<file path="src/rtl/spi_eng_pkg.sv">
// Shared constants and control-word layout for the SPI master engine.
// Assumes a 32-bit register port with three word addresses.
package spi_eng_pkg;
    localparam logic [1:0] ADDR_CTRL = 2'd0;
    localparam logic [1:0] ADDR_DATA = 2'd1;
    localparam logic [1:0] ADDR_DIV  = 2'd2;

    localparam int B_CPHA   = 2;
    localparam int B_CPOL   = 3;
    localparam int B_CLRTX  = 4;
    localparam int B_CLRRX  = 5;
    localparam int B_RUN    = 7;
    localparam int B_IEDONE = 9;
    localparam int B_IERX   = 10;
    localparam int B_RDEN   = 12;
    localparam int B_DONE   = 16;
    localparam int B_RXNE   = 17;
    localparam int B_TXRM   = 18;
    localparam int B_RXHI   = 19;
    localparam int B_RXFL   = 20;
    localparam int B_LPOL0  = 21;

    typedef struct packed {
        logic [1:0] line_pol;
        logic       rden;
        logic       ie_rx;
        logic       ie_done;
        logic       run;
        logic       cpol;
        logic       cpha;
        logic [1:0] idx;
    } ctrl_t;
endpackage

</file>
<file path="src/rtl/spi_byte_fifo.sv">
// Synchronous queue with a registered count and a combinational head output.
// Assumes the caller ignores push when full and pop when empty; clear wins over both.
module spi_byte_fifo #(
    parameter int WIDTH = 8,
    parameter int DEPTH = 16,
    localparam int CW = $clog2(DEPTH + 1)
) (
    input  logic             clk,
    input  logic             rst_n,
    input  logic             clr,
    input  logic             push,
    input  logic [WIDTH-1:0] din,
    input  logic             pop,
    output logic [WIDTH-1:0] dout,
    output logic [CW-1:0]    count,
    output logic             full,
    output logic             empty
);
    localparam int PW = (DEPTH > 1) ? $clog2(DEPTH) : 1;

    logic [WIDTH-1:0] mem [DEPTH];
    logic [PW-1:0]    wr_ptr, rd_ptr;
    logic             do_push, do_pop;

    assign full    = (count == CW'(DEPTH));
    assign empty   = (count == '0);
    assign do_push = push && !full;
    assign do_pop  = pop && !empty;
    assign dout    = mem[rd_ptr];

    function automatic logic [PW-1:0] nxt(input logic [PW-1:0] p);
        return (p == PW'(DEPTH - 1)) ? '0 : p + 1'b1;
    endfunction

    // Pointer and occupancy bookkeeping.
    always_ff @(posedge clk) begin
        if (!rst_n || clr) begin
            wr_ptr <= '0;
            rd_ptr <= '0;
            count  <= '0;
        end else begin
            if (do_push) wr_ptr <= nxt(wr_ptr);
            if (do_pop)  rd_ptr <= nxt(rd_ptr);
            count <= count + CW'(do_push) - CW'(do_pop);
        end
    end

    // Storage write; contents need no reset.
    always_ff @(posedge clk) begin
        if (do_push) mem[wr_ptr] <= din;
    end
endmodule

</file>
<file path="src/rtl/spi_shift_engine.sv">
// Shifts one byte per start pulse: 16 data half periods then 2 idle ones.
// Assumes half_len, cpol and cpha stay constant while busy.
module spi_shift_engine #(
    parameter int HW = 16
) (
    input  logic          clk,
    input  logic          rst_n,
    input  logic          start,
    input  logic [7:0]    tx_byte,
    input  logic [HW-1:0] half_len,
    input  logic          cpol,
    input  logic          cpha,
    input  logic          miso,
    output logic          busy,
    output logic          sclk,
    output logic          mosi,
    output logic [7:0]    rx_byte,
    output logic          rx_done,
    output logic          half_edge
);
    localparam logic [4:0] DATA_HALVES = 5'd16;
    localparam logic [4:0] LAST_HALF   = 5'd17;

    logic [4:0]    hcnt;
    logic [HW-1:0] dcnt;
    logic [7:0]    sh_tx, sh_rx;

    assign half_edge = busy && (dcnt == half_len - 1'b1);
    assign sclk      = (busy && hcnt < DATA_HALVES) ? (cpol ^ cpha ^ hcnt[0]) : cpol;
    assign mosi      = sh_tx[7];
    assign rx_byte   = sh_rx;

    // Half-period timing, bit shifting and sampling.
    always_ff @(posedge clk) begin
        if (!rst_n) begin
            busy    <= 1'b0;
            hcnt    <= '0;
            dcnt    <= '0;
            sh_tx   <= '0;
            sh_rx   <= '0;
            rx_done <= 1'b0;
        end else begin
            rx_done <= 1'b0;
            if (start) begin
                busy  <= 1'b1;
                hcnt  <= '0;
                dcnt  <= '0;
                sh_tx <= tx_byte;
            end else if (busy) begin
                if (half_edge) begin
                    dcnt <= '0;
                    if (hcnt < DATA_HALVES && !hcnt[0]) sh_rx <= {sh_rx[6:0], miso};
                    if (hcnt < DATA_HALVES && hcnt[0])  sh_tx <= {sh_tx[6:0], 1'b0};
                    if (hcnt == LAST_HALF) begin
                        busy    <= 1'b0;
                        rx_done <= 1'b1;
                    end else begin
                        hcnt <= hcnt + 1'b1;
                    end
                end else begin
                    dcnt <= dcnt + 1'b1;
                end
            end
        end
    end
endmodule

</file>
<file path="src/rtl/spi_master_top.sv">
// SPI master: register port, TX/RX byte queues, divider, select lines, interrupt.
// Assumes software changes divider and clock mode only while the engine is quiet.
module spi_master_top
    import spi_eng_pkg::*;
#(
    parameter int FIFO_DEPTH = 16,
    parameter int NUM_SEL    = 2,
    parameter int DIV_W      = 16
) (
    input  logic        clk,
    input  logic        rst_n,
    input  logic [1:0]  reg_addr,
    input  logic        reg_wr,
    input  logic        reg_rd,
    input  logic [31:0] reg_wdata,
    output logic [31:0] reg_rdata,
    output logic        sclk,
    output logic        mosi,
    output logic        sdo_oe,
    input  logic        miso,
    output logic [1:0]  sel,
    output logic        irq
);
    localparam int CW     = $clog2(FIFO_DEPTH + 1);
    localparam int RX_THR = (FIFO_DEPTH * 3) / 4;

    ctrl_t              ctrl;
    logic [DIV_W-1:0]   cdiv, half_len;
    logic               wr_ctrl, clr_tx, clr_rx, tx_push, rx_pop;
    logic               tx_full, tx_empty, rx_full, rx_empty;
    logic [CW-1:0]      tx_cnt, rx_cnt;
    logic [7:0]         tx_head, rx_head, rx_byte;
    logic               busy, start, rx_done, half_edge, done, rx_high, active;

    assign wr_ctrl  = reg_wr && (reg_addr == ADDR_CTRL);
    assign clr_tx   = wr_ctrl && reg_wdata[B_CLRTX];
    assign clr_rx   = wr_ctrl && reg_wdata[B_CLRRX];
    assign tx_push  = reg_wr && (reg_addr == ADDR_DATA);
    assign rx_pop   = reg_rd && (reg_addr == ADDR_DATA);
    assign half_len = (cdiv[DIV_W-1:1] == '0) ? DIV_W'(1 << (DIV_W - 1))
                                              : DIV_W'(cdiv[DIV_W-1:1]);
    assign start    = ctrl.run && !tx_empty && !rx_full && !busy && !rx_done;
    assign done     = ctrl.run && tx_empty && !busy;
    assign rx_high  = (rx_cnt >= CW'(RX_THR));
    assign active   = ctrl.run || busy;
    assign irq      = (ctrl.ie_done && done) || (ctrl.ie_rx && rx_high);
    assign sdo_oe   = !ctrl.rden;

    // Control and divider registers.
    always_ff @(posedge clk) begin
        if (!rst_n) begin
            ctrl <= '0;
            cdiv <= '0;
        end else begin
            if (wr_ctrl) begin
                ctrl.idx      <= reg_wdata[1:0];
                ctrl.cpha     <= reg_wdata[B_CPHA];
                ctrl.cpol     <= reg_wdata[B_CPOL];
                ctrl.run      <= reg_wdata[B_RUN];
                ctrl.ie_done  <= reg_wdata[B_IEDONE];
                ctrl.ie_rx    <= reg_wdata[B_IERX];
                ctrl.rden     <= reg_wdata[B_RDEN];
                ctrl.line_pol <= reg_wdata[B_LPOL0 +: 2];
            end
            if (reg_wr && reg_addr == ADDR_DIV) cdiv <= reg_wdata[DIV_W-1:0];
        end
    end

    // One output per native select line; higher indices drive none.
    for (genvar i = 0; i < NUM_SEL; i++) begin : g_sel
        assign sel[i] = (active && ctrl.idx == 2'(i)) ? ctrl.line_pol[i] : !ctrl.line_pol[i];
    end

    // Register read multiplexer.
    always_comb begin
        reg_rdata = '0;
        case (reg_addr)
            ADDR_CTRL: begin
                reg_rdata[1:0]            = ctrl.idx;
                reg_rdata[B_CPHA]         = ctrl.cpha;
                reg_rdata[B_CPOL]         = ctrl.cpol;
                reg_rdata[B_RUN]          = ctrl.run;
                reg_rdata[B_IEDONE]       = ctrl.ie_done;
                reg_rdata[B_IERX]         = ctrl.ie_rx;
                reg_rdata[B_RDEN]         = ctrl.rden;
                reg_rdata[B_DONE]         = done;
                reg_rdata[B_RXNE]         = !rx_empty;
                reg_rdata[B_TXRM]         = !tx_full;
                reg_rdata[B_RXHI]         = rx_high;
                reg_rdata[B_RXFL]         = rx_full;
                reg_rdata[B_LPOL0 +: 2]   = ctrl.line_pol;
            end
            ADDR_DATA: reg_rdata[7:0]       = rx_head;
            ADDR_DIV:  reg_rdata[DIV_W-1:0] = cdiv;
            default:   reg_rdata            = '0;
        endcase
    end

    spi_byte_fifo #(.WIDTH(8), .DEPTH(FIFO_DEPTH)) u_txq (
        .clk(clk), .rst_n(rst_n), .clr(clr_tx), .push(tx_push), .din(reg_wdata[7:0]),
        .pop(start), .dout(tx_head), .count(tx_cnt), .full(tx_full), .empty(tx_empty)
    );

    spi_byte_fifo #(.WIDTH(8), .DEPTH(FIFO_DEPTH)) u_rxq (
        .clk(clk), .rst_n(rst_n), .clr(clr_rx), .push(rx_done), .din(rx_byte),
        .pop(rx_pop), .dout(rx_head), .count(rx_cnt), .full(rx_full), .empty(rx_empty)
    );

    spi_shift_engine #(.HW(DIV_W)) u_eng (
        .clk(clk), .rst_n(rst_n), .start(start), .tx_byte(tx_head), .half_len(half_len),
        .cpol(ctrl.cpol), .cpha(ctrl.cpha), .miso(miso), .busy(busy), .sclk(sclk),
        .mosi(mosi), .rx_byte(rx_byte), .rx_done(rx_done), .half_edge(half_edge)
    );
endmodule

</file>
<file path="config.mk">
export PLATFORM = sky130hd
export DESIGN_NAME = spi_master_top
export DESIGN_NICKNAME = d
export VERILOG_FILES = /design/src/rtl/spi_eng_pkg.sv /design/src/rtl/spi_byte_fifo.sv /design/src/rtl/spi_shift_engine.sv /design/src/rtl/spi_master_top.sv
export SDC_FILE = /design/constraint.sdc
export NUM_CORES = 1
export LEC_CHECK = 0
export BUFFER_PORTS_ARGS = -buffer_cell sky130_fd_sc_hd__buf_2
export CAP_MARGIN = 40
export CORE_ASPECT_RATIO = 1.4
export CORE_MARGIN = 4
export CORE_UTILIZATION = 35
export CTS_CLUSTER_SIZE = 14
export DETAILED_ROUTE_END_ITERATION = 10
export HOLD_SLACK_MARGIN = 0.12
export SETUP_SLACK_MARGIN = 0.3
export SYNTH_ARGS = -nofsm -noshare
export SYNTH_HDL_FRONTEND = slang
export SYNTH_SLANG_ARGS = --single-unit
</file>
<file path="constraint.sdc">
create_clock -name clk -period 3.1 [get_ports clk]
set_clock_uncertainty 0.05 [all_clocks]
set_input_delay 0.155 -clock clk [delete_from_list [all_inputs] [get_ports clk]]
set_output_delay 0.155 -clock clk [all_outputs]
set_load 0.1 [all_outputs]
</file>
# [Yosys cells after proc, flatten, opt, wreduce, memory -nomap -nowiden]
# Memories as Yosys holds them, arrays and structs flattened. A register that Yosys moved wholly into a read port is not among the register bits.
# Cells that the tools add are included.
[op_classes] addsub=11 n_bitwise=7 mux=35 n_eq_ne=11 reduce_logical=52 magnitude_cmp=2
[op_table] op="16-bit 2-to-1 mux" n=2
[op_table] op="4-bit 2-to-1 mux" n=8
[op_table] op="8-bit 2-to-1 mux" n=4
[op_table] op="1-bit logical AND" n=24
[op_table] op="16-bit by 1-bit adder with 16-bit output (second input constant)" n=1
[op_table] op="4-bit by 1-bit adder with 4-bit output (second input constant)" n=4
[op_table] op="16-bit equality test" n=1
[op_table] op="4-bit equality test (second input constant)" n=4
[op_table] op="16-bit by 1-bit subtractor with 16-bit output (second input constant)" n=1
[op_table] op="5-bit equality test (second input constant)" n=3
[op_table] op="15-bit zero test" n=1
[op_table] op="1-bit 2-to-1 mux" n=14
[op_table] op="4-bit one-hot mux with 3 select lines" n=1
[op_table] op="1-bit zero test" n=11
[op_table] op="5-bit by 1-bit adder with 5-bit output" n=2
[op_table] op="5-bit zero test" n=2
[op_table] op="5-bit by 1-bit subtractor with 5-bit output" n=2
[op_table] op="7-bit 2-to-1 mux" n=1
[op_table] op="3-bit one-hot mux with 2 select lines" n=1
[op_table] op="3-bit AND reduction" n=2
[op_table] op="2-bit nonzero test" n=3
[op_table] op="5-bit by 1-bit adder with 5-bit output (second input constant)" n=1
[op_table] op="5-bit by 4-bit >= comparator with 1-bit output (second input constant)" n=1
[op_table] op="5-bit less-than comparator (second input constant)" n=1
[op_table] op="13 further kinds" n=23
[word_totals] ram_bits=256 memories=2 word_cells=141 reg_bits=91
[memory_table] name="u_rxq.mem" words=16 width=8 rd=1 rd_clocked_by_memory_dff=1 write_ports=1 line="spi_byte_fifo.sv:21" text="logic [WIDTH-1:0] mem [DEPTH];"
[memory_table] name="u_txq.mem" words=16 width=8 rd=1 rd_clocked_by_memory_dff=1 write_ports=1 line="spi_byte_fifo.sv:21"

# [Logic depth before layout (Yosys ltp)]
[depth] word_depth=9 ltp_mapped=17 ltp_nobuf=15

# [Hierarchy]
# From an unflattened synthesis, not the netlist that was laid out.
[unflattened] hier_cells=1125 area_unflattened_um2=15786.4
[modules_own_cells] module="spi_byte_fifo" area_each_um2=5820.6 cells_each=307 seq_area_each_um2=4184.0 instances=2
[modules_own_cells] module="spi_shift_engine" area_each_um2=2561.2 cells_each=307 seq_area_each_um2=780.7 instances=1
[modules_own_cells] module="spi_master_top" area_each_um2=1584.0 cells_each=204 seq_area_each_um2=520.5 instances=1

# [Worst setup path after synthesis]
# Ideal clock, no wire load.
[synth_timing] path_type="register -> output" start="reg with a tool-made name" end="out reg_rdata[4]" path_buffers=2 required_ns=2.895 path_stages_with_launch=7 arrival_ns=3.007 path_slack_ns=-0.112 path_cell_list="dfxtp_1 -> clkbuf_1 -> buf_1 -> mux4_2 -> mux4_2 -> a22oi_1 -> nor2b_1"
[synth_lines] item="end, declared" line="spi_master_top.sv:16" text="output logic [31:0] reg_rdata,"

==> summary.md <==
| Metric | Value |
|---|---|
| Clock Path Buffers | 3 |
| Die Wd | 184 um |
| Hold_ws | 0.188 ns |
| R2r startpoint | cdiv[1] |
| Crit path launch type | register |
| Post-layout min period | between 3 and 4 ns |
| Row count | 90 |
| Yosys reg bits | roughly 360 |
| Unique masters post-synth | 65 |
| # H-tree levels | 2 |
| Post-route DRC | 0 |
| Reg power frac | 48.4% |
| Switching share of power | 24.3% |
| R2R setup slack | 0.12 ns |
| Pint | 8.09 mW |
| Die height | 255 um |
| CTS buffer count | 36 |
| Max_slew headroom | 56.0% |
| Async set-or-reset flop fraction in the synthesized netlist | 0% |
| Final max-slew violation count | 0 |
| Worst skew pair latency | 0.54 ns |
| DIE AREA | 47100 um2 |
| Post-synth EDFFs | between 200 and 300 |
| Routed WL | 36.5 mm |
| Worst Hold Path EP | ctrl[1] |
| First-pass GRT wire length | between 50 and 60 mm |
| Clock-pin slew on the worst setup and hold paths | 0.07 ns |
| Peak VDD IR | 0.339 mV |
| Largest net degree at the start of global routing | 36 |
| Mapped Cells | 1062 |
| Hold Path Class | in -> reg |
| Core Region | ~43000 um2 |
| I/O Buffers | 53 |
| Clk root buf | clkbuf_16 |
| R2r endpoint | u_eng.hcnt[2] |
| Final worst path period share | between 90% and 100% |
| Pre-antenna DRT Iters | 5 |
| WS Path Type | reg -> out |
| Area delta synth->final | 24.0% |
| Final Power | 10.7 mW |
| Mapped cell area | between 15000 and 20000 um2 |
| Top_reg_cell synth | edfxtp_1 |
| # IOs | 77 |
| Detailed Place HPWL | 25.2 mm |
| Slew at the pin with the worst max-slew slack | 0.658 ns |
| Highest-count cells in the layout ignoring fill and taps | 256 x edfxtp_1, 95 x nand2_1, 92 x dfxtp_1 |
| Via count | 9173 |
| Final RePlAce weighted congestion | a little over 0.8 |
| Worst min-delay path startpoint | reg_wr |
| Sequential-to-total area share from yosys stat | 63.4% |
| CTS tree | done |
| Final core occ | 43.9% |
| Iteration-0 DRC Markers | 604 |
| Outcome | completed |
| DRT antenna net count | 0 |
| Unrepaired setup endpoints after global routing | true |
| Synth top area share | between 50% and 60% |
| Final #Nets | 1302 |
| Req. time, crit path | 2.89 ns |
| Synth area leaders | edfxtp_1 50%, dfxtp_1 13%, mux4_2 12% |
| Vias in the first global route | 9350 |
| Arrival time at the worst endpoint | 2.89 ns |
| Worst Setup End Kind | output port |
| Post-DR vias/cell | a little over 5 |
| GRT Residual Overflow | 0 |
| CP Max Fanout | 8 |
| Fmax | 323 MHz |
| Antenna violations before repair | 2 |
| WHS Path Cells | 4 |
| Layout cells sized above 1 | 31.2% |
| Comb power frac | 11.3% |
| Syn_area_per_cell | 14.4 um2 |
| Area leader, netlist | edfxtp_1 |
| Net Switching | 2.59 mW |
| # clock sinks | 355 |
| Clock share of power | 40.3% |
| Most common library cell in the layout ignoring fill and taps | edfxtp_1 |
| Yosys warning count | 0 |
| Starting Density | between 30% and 40% |
| GRT Resource Usage Total | about 15% |
| Final setup fails | 0 |
| Worst-case reg-to-reg path depth | 11 |
| Maxcap violations | 0 |
| Wire per inst | 20.2 um |
| Pwr per Cell Area | 565 nW/um2 |
| Hold Violations, Final | 0 |
| Lkg Pwr | 6.38 nW |
[critical path, stage by stage (launching register included)]
cell     delay (ns)
dfxtp_4        0.43
buf_12         0.12
buf_16         0.12
buf_12         0.14
mux4_2         0.53
mux4_2         0.52
a22oi_2        0.22
nor2b_4        0.09
buf_12         0.17
[cell type report]
| cell class | instances | area, um2 |
|---|---|---|
| fillers | 3893 | 24200 |
| clock inverters | 14 | 143 |
| diodes | 2 | 5.00 |
| multi-input cells | 616 | 5600 |
| flip-flops and latches | 355 | 9690 |
| well taps | 552 | 691 |
| inverters | 36 | 140 |
| clock buffers | 52 | 1050 |
| repair buffers | 183 | 1600 |
[how the worst max path moves through the flow]
| stage | start | endpoint | slack (ns) |
|---|---|---|---|
| global placement | cdiv[15] | u_eng.hcnt[2] | 0.12 |
| CTS | register | reg_rdata[2] | -0.006 |
| finish | register | reg_rdata[4] | 0.0003 |
| detailed placement | cdiv[15] | u_eng.hcnt[2] | 0.06 |
| floorplan | cdiv[15] | u_eng.hcnt[2] | 0.27 |
| global route | register | reg_rdata[4] | -0.07 |
[flip-flops by register name, summed over array words and instances, names as in the netlist, 5 cells and up, named ones only]
signal	cells
u_rxq.mem	128
cdiv	16
u_txq.count	5
u_eng.dcnt	16
u_eng.rx_byte	8
u_eng.sh_tx	8
u_eng.hcnt	5
u_rxq.count	5
u_txq.mem	128
ctrl	10
[Yosys cell counts (all sizes together) (9+ instances only)]
| cell type | n |
|---|---|
| edfxtp | 256 |
| a21oi | 22 |
| buf | 27 |
| clkbuf | 36 |
| xor2 | 28 |
| nand2 | 95 |
| nand2b | 10 |
| mux4 | 80 |
| xnor2 | 20 |
| nor3 | 22 |
| a21boi | 27 |
| mux2i | 13 |
| inv | 36 |
| nor2b | 12 |
| ha | 33 |
| and3 | 9 |
| dfxtp | 99 |
| nand3 | 17 |
| and2 | 13 |
| a211oi | 11 |
| o21ai | 20 |
| nor2 | 96 |
[logic make-up (layout without fill, tap and decap cells)]
kind of cell | Yosys count | count (layout) | synth area share, %
compound gates | 115 | 115 | 5.14
xor+xnor | 48 | 48 | 2.75
fa+ha+maj | 35 | 35 | 2.97
buf+inv | 99 | 285 | 2.83
flops | 355 | 355 | 63.4
mux | 94 | 94 | 12.7
other cells | 1 | 11 | 0.0246
simple gates | 315 | 315 | 10.2
[routing by layer]
layer / vias up / GRT usage, % / routed length, um
met5: - / 0 / 0
met4: 0 / 6.24 / 1490
met1: 4617 / 17.4 / 13700
met3: 70 / 2.57 / 1520
met2: 206 / 28.6 / 19800
li1: 4280 / - / -
[power by group through the flow]
stage / Combinational [mW] / Sequential (mW) / Clock [mW]
3_3_place_gp: 0.985 / 5.26 / 0
5_1_grt: 1.31 / 5.18 / 4.63
4_1_cts: 1.12 / 5.17 / 4.42
2_1_floorplan: 0.752 / 5.26 / 0
6_report: 1.21 / 5.17 / 4.31
3_5_place_dp: 1.01 / 5.27 / 0
[metrics by stage]
stage	instances	worst slack [ns]	area [um2]	TNS, ns
2_1_floorplan	1070	0.268	15400	0
3_3_place_gp	1684	0.115	16600	0
3_5_place_dp	1684	0.0598	16600	0
4_1_cts	1789	-0.00551	18500	-0.00551
5_1_grt	1808	-0.0722	18900	-0.321
6_report	1810	0.000309	18900	0
[what timing repair did]
item	in CTS	in global routing
buffers inserted	16	17
hold endpoints to repair	165	0
cloned	3	2
hold buffers	20	0
pin swaps	20	28
endpoints found under the setup margin	44	47
gates resized for setup	63	62
Power figures use the tool's default switching activity.
